$ cat src/rtl/pmul_pkg.sv
package pmul_pkg;

  typedef enum logic [1:0] {
    PM_LOW  = 2'd0,
    PM_HIGH = 2'd1,
    PM_MADD = 2'd2,
    PM_ZERO = 2'd3
  } pm_op_e;

endpackage

$ cat src/rtl/pmul_lane_mult.sv
module pmul_lane_mult #(
  parameter int LANE_W = 16
) (
  input  logic [LANE_W-1:0]   a,
  input  logic [LANE_W-1:0]   b,
  output logic [2*LANE_W-1:0] p
);
  localparam int PROD_W = 2 * LANE_W;

  logic signed [PROD_W-1:0] prod;

  // signed operands are sign-extended to the product width
  assign prod = $signed(a) * $signed(b);
  assign p    = prod;
endmodule

$ cat src/rtl/pmul_stage_mult.sv
module pmul_stage_mult
  import pmul_pkg::*;
#(
  parameter int LANES  = 4,
  parameter int LANE_W = 16
) (
  input  logic                       clk,
  input  logic                       rst_n,
  input  logic                       in_valid,
  input  pm_op_e                     in_op,
  input  logic [LANES*LANE_W-1:0]    in_a,
  input  logic [LANES*LANE_W-1:0]    in_b,
  output logic                       s1_valid,
  output pm_op_e                     s1_op,
  output logic [LANES*2*LANE_W-1:0]  s1_prod
);
  localparam int PROD_W = 2 * LANE_W;

  logic [LANES*PROD_W-1:0] prod_c;

  for (genvar g = 0; g < LANES; g++) begin : g_lane
    pmul_lane_mult #(.LANE_W(LANE_W)) u_mult (
      .a (in_a[g*LANE_W +: LANE_W]),
      .b (in_b[g*LANE_W +: LANE_W]),
      .p (prod_c[g*PROD_W +: PROD_W])
    );
  end

  always_ff @(posedge clk) begin
    if (!rst_n) begin
      s1_valid <= 1'b0;
      s1_op    <= PM_ZERO;
      s1_prod  <= '0;
    end else begin
      s1_valid <= in_valid;
      if (in_valid) begin
        s1_op   <= in_op;
        s1_prod <= prod_c;
      end
    end
  end
endmodule

$ cat src/rtl/pmul_stage_combine.sv
module pmul_stage_combine
  import pmul_pkg::*;
#(
  parameter int LANES  = 4,
  parameter int LANE_W = 16
) (
  input  logic                       clk,
  input  logic                       rst_n,
  input  logic                       s1_valid,
  input  pm_op_e                     s1_op,
  input  logic [LANES*2*LANE_W-1:0]  s1_prod,
  output logic                       out_valid,
  output logic [LANES*LANE_W-1:0]    out_data
);
  localparam int PROD_W = 2 * LANE_W;
  localparam int DATA_W = LANES * LANE_W;
  localparam int PAIRS  = LANES / 2;

  logic [DATA_W-1:0] low_w;
  logic [DATA_W-1:0] high_w;
  logic [DATA_W-1:0] madd_w;
  logic [DATA_W-1:0] sel_c;

  for (genvar g = 0; g < LANES; g++) begin : g_half
    assign low_w[g*LANE_W +: LANE_W]  = s1_prod[g*PROD_W +: LANE_W];
    assign high_w[g*LANE_W +: LANE_W] = s1_prod[g*PROD_W + LANE_W +: LANE_W];
  end

  // each pair of neighbouring products fills one double-width lane
  for (genvar j = 0; j < PAIRS; j++) begin : g_pair
    assign madd_w[j*PROD_W +: PROD_W] =
      s1_prod[(2*j)*PROD_W +: PROD_W] + s1_prod[(2*j+1)*PROD_W +: PROD_W];
  end

  always_comb begin
    unique case (s1_op)
      PM_LOW:  sel_c = low_w;
      PM_HIGH: sel_c = high_w;
      PM_MADD: sel_c = madd_w;
      default: sel_c = '0;
    endcase
  end

  always_ff @(posedge clk) begin
    if (!rst_n) begin
      out_valid <= 1'b0;
      out_data  <= '0;
    end else begin
      out_valid <= s1_valid;
      if (s1_valid) out_data <= sel_c;
    end
  end
endmodule

$ cat src/rtl/pmul_unit.sv
module pmul_unit
  import pmul_pkg::*;
#(
  parameter int LANES  = 4,
  parameter int LANE_W = 16
) (
  input  logic                    clk,
  input  logic                    rst_n,
  input  logic                    in_valid,
  input  logic [1:0]              in_op,
  input  logic [LANES*LANE_W-1:0] in_a,
  input  logic [LANES*LANE_W-1:0] in_b,
  output logic                    out_valid,
  output logic [LANES*LANE_W-1:0] out_data
);
  localparam int PROD_W = 2 * LANE_W;

  logic                    s1_valid;
  pm_op_e                  s1_op;
  logic [LANES*PROD_W-1:0] s1_prod;
  pm_op_e                  op_e;

  assign op_e = pm_op_e'(in_op);

  pmul_stage_mult #(.LANES(LANES), .LANE_W(LANE_W)) u_mult (
    .clk      (clk),
    .rst_n    (rst_n),
    .in_valid (in_valid),
    .in_op    (op_e),
    .in_a     (in_a),
    .in_b     (in_b),
    .s1_valid (s1_valid),
    .s1_op    (s1_op),
    .s1_prod  (s1_prod)
  );

  pmul_stage_combine #(.LANES(LANES), .LANE_W(LANE_W)) u_comb (
    .clk       (clk),
    .rst_n     (rst_n),
    .s1_valid  (s1_valid),
    .s1_op     (s1_op),
    .s1_prod   (s1_prod),
    .out_valid (out_valid),
    .out_data  (out_data)
  );
endmodule

$ cat config.mk
export PLATFORM = sky130hd
export DESIGN_NAME = pmul_unit
export DESIGN_NICKNAME = d
export VERILOG_FILES = /design/src/rtl/pmul_pkg.sv /design/src/rtl/pmul_lane_mult.sv /design/src/rtl/pmul_stage_mult.sv /design/src/rtl/pmul_stage_combine.sv /design/src/rtl/pmul_unit.sv
export SDC_FILE = /design/constraint.sdc
export NUM_CORES = 2
export LEC_CHECK = 0
export ABC_AREA = 1
export BUFFER_PORTS_ARGS = -buffer_cell sky130_fd_sc_hd__buf_4
export CELL_PAD_IN_SITES_DETAIL_PLACEMENT = 0
export CELL_PAD_IN_SITES_GLOBAL_PLACEMENT = 1
export CORE_ASPECT_RATIO = 1.2
export CORE_MARGIN = 1.5
export CORE_UTILIZATION = 49
export CTS_BUF_LIST = sky130_fd_sc_hd__clkbuf_8
export DETAILED_ROUTE_END_ITERATION = 7
export PLACE_DENSITY_LB_ADDON = 0.1
export SETUP_SLACK_MARGIN = 0.05
export SLEW_MARGIN = 20
export SYNTH_ARGS = -nofsm -noshare
export SYNTH_HDL_FRONTEND = slang
export SYNTH_SLANG_ARGS = --single-unit
export TNS_END_PERCENT = 5
$ cat constraint.sdc
create_clock -name clk -period 9.6 [get_ports clk]
set_input_delay 2.4 -clock clk [delete_from_list [all_inputs] [get_ports clk]]
set_output_delay 2.4 -clock clk [all_outputs]
set_load 0.02 [all_outputs]
==> run metrics <==
Worst setup startpoint=in_b[1]; share of cells above drive strength 1=5.16%; largest net degree at the start of global routing=73; Filler cells=11,400; Post-CTS Setup Inserts=0; fin crit share=79.7%; Syn-to-layout area delta=4.75%; Yosys Warn Count=0; DRT iter0 DRCs=2,532; GR Overflow Total=0; Antenna Violating Nets Remaining=0; CTS Buf Count=17; Hold Path Class=register to register; Rows=134; vias per cell=5.10; asr flop ratio synth=0%; #FFs+latches synth=196; register area=3930 um^2; Syn Area/Cell=7.20 um^2; relative slew slack=27.6%; worst slack, placed=1370 ps; CTS tree=done; Cell variety after synth=49; Initial DRT Pass Iterations=6; fin crit period=7650 ps; Setup WS post-layout=1950 ps; Max-Cap Viols=0; setup TNS=0 ps; Critical Path End Type=register; placed instance count=9,062; Total GRT Usage=30.7%; max-slew violation count=0; Starting Density=49.5%; # H-tree levels=4; final setup violation count=0; pin slew with the least headroom to its limit=1080 ps; CP startpoint kind=input port; outcome=finished clean; RR Startpoint=u_mult.s1_op[0]$_SDFFE_PN1P_; most frequent cells in the layout=2,173 x inv_1, 2,008 x nand2_1, 1,050 x fa_1; GPL Wtd Cong=0.956; Area after DPL=57,500 um^2; ant diodes=0; vias after detailed routing=46,400; root buffer cell=clkbuf_8; latest clock arrival within the worst-skew pair=580 ps; most common cell after layout, fill and taps aside=inv_1; worst reg2reg path endpoint=u_comb.out_data[21]$_SDFFE_PN0P_; wire per inst=18.6 um; Finished Layout Cells=9,093; vias in the first global route=49,500; io pins=198; Final HPWL DP=144,000 um; r2r worst-path depth=9; die area=115,000 um^2; first-pass GRT wire length=272,000 um; Clock transition at path regs=120 ps; Hold Fails Final Rpt=0; Max Fclk=131 MHz; Clock Skews=21.4 ps; WS Path Type=input port to register; required time worst endpoint=10,140 ps; R2R setup slack=6800 ps; area taken by multi-input logic gates=41,900 um^2; arrival time of the worst setup path=8180 ps; Setup crit end=u_mult.s1_prod[26]$_SDFFE_PN0P_; Mapped Nets=9,243; synthesized instance count=7,670; CP Max Fanout=16; Die Width=309 um; final instance area=57,900 um^2; nets@finish=9,158; Port Buffers=197; # DRC=0; Max Root-Sink Buffers=2; Die Ht=371 um; Post-synth EDFFs=0; RSZ-0062 raised after global routing=false; cell area after synthesis=55,200 um^2; clk sinks=196; PostCTS Resize Cnt=0; final wirelength=169,000 um; antenna violations before repair=3; core area=111,000 um^2; dominant synthesized flop cell=dfxtp_1; register area share after synthesis=7.10%; Hold-fix buffers, CTS=0
## critical path, cell delays in order
cell and delay, ps:
buf_4 180, nand2_1 140, inv_1 90, fa_1 650
fa_1 920, fa_1 540, fa_1 510, fa_1 490
inv_1 50, fa_1 480, inv_1 40, ha_1 370
a21o_1 230, a21oi_1 160, a21boi_0 210, nand3_1 150
nand2_1 80, inv_1 40, o21ai_1 270, nand2_1 90
inv_1 60
## per-layer routing
metal / track usage [%] / wire length [um]
met1: 34.9 / 65300
met2: 58.4 / 90100
met3: 2.28 / 5350
met4: 13.2 / 8270
met5: 0 / 28
## registers in the layout (all words and copies together) (netlist names)
| name | count |
|---|---|
| u_comb.out_valid | 1 |
| u_mult.s1_valid | 1 |
| u_mult.s1_prod | 128 |
| u_mult.s1_op | 2 |
| u_comb.out_data | 64 |
## cells in the mapped netlist (8+ instances only)
master    count  area [um^2]
o21bai_1     26          195
o22ai_1      13         81.3
fa_1       1050        21000
nand2_2      35          219
dfxtp_1     196         3920
nor2_1      275         1030
and2_1       11         68.8
inv_1      2174         8160
a21o_1       16          120
xnor2_1      32          280
nand4_1      73          457
o21ai_2      13          114
nor2_2       11         68.8
a21boi_0      8         60.1
nand3_1     268         1340
buf_1        18         67.6
a21oi_1     322         1610
nor3_1       35          175
o211ai_1     35          263
or2_1        11         68.8
o21ai_0     170          851
ha_1        390         4880
xor2_1       52          455
nand2_1    2008         7540
buf_2        15         75.1
nor3_2       16          160
inv_2        12         45.0
a21oi_2      13          114
or2_2        31          194
o21ai_1      20          100
clkbuf_1    275         1030
## final cells by class
type | count | area share [%]
flip-flops and latches | 196 | 6.78
repair buffers | 208 | 2.70
clock inverters | 14 | 0.288
multi-input cells | 4976 | 72.4
inverters | 2186 | 14.2
clock buffers | 17 | 0.404
well taps | 1496 | 3.24
## kinds of logic after synthesis
| group | after synthesis | share of synthesized area, % |
|---|---|---|
| DFF | 196 | 7.10 |
| buffers and inverters | 2498 | 17.1 |
| xor gates and xnor gates | 84 | 1.33 |
| adders and majority gates | 1440 | 46.9 |
| AOI/OAI and AO/OA | 671 | 7.00 |
| and+or+nand+nor | 2781 | 20.6 |
## worst min path at each step
stage | cells past startpoint | start | endpoint | slack [ps]
4_1_cts | 2 | u_comb.out_data[10]$_SDFFE_PN0P_ | u_comb.out_data[10]$_SDFFE_PN0P_ | 470
2_1_floorplan | 2 | u_mult.s1_prod[100]$_SDFFE_PN0P_ | u_mult.s1_prod[100]$_SDFFE_PN0P_ | 450
3_3_place_gp | 2 | u_comb.out_data[9]$_SDFFE_PN0P_ | u_comb.out_data[9]$_SDFFE_PN0P_ | 450
6_report | 2 | u_comb.out_data[10]$_SDFFE_PN0P_ | u_comb.out_data[10]$_SDFFE_PN0P_ | 470
5_1_grt | 2 | u_comb.out_data[57]$_SDFFE_PN0P_ | u_comb.out_data[57]$_SDFFE_PN0P_ | 490
3_5_place_dp | 2 | u_comb.out_data[10]$_SDFFE_PN0P_ | u_comb.out_data[10]$_SDFFE_PN0P_ | 460
## per-stage QoR
stage,util [%],hold slack (ps)
after floorplan,-,447
after global routing,51.9,490
after detailed placement,51.5,455
after CTS,51.9,471
final,51.9,468
after global placement,51.5,454
Power is not shown: default switching activity piles up to over one toggle a cycle in this logic, so the estimate is an artifact.
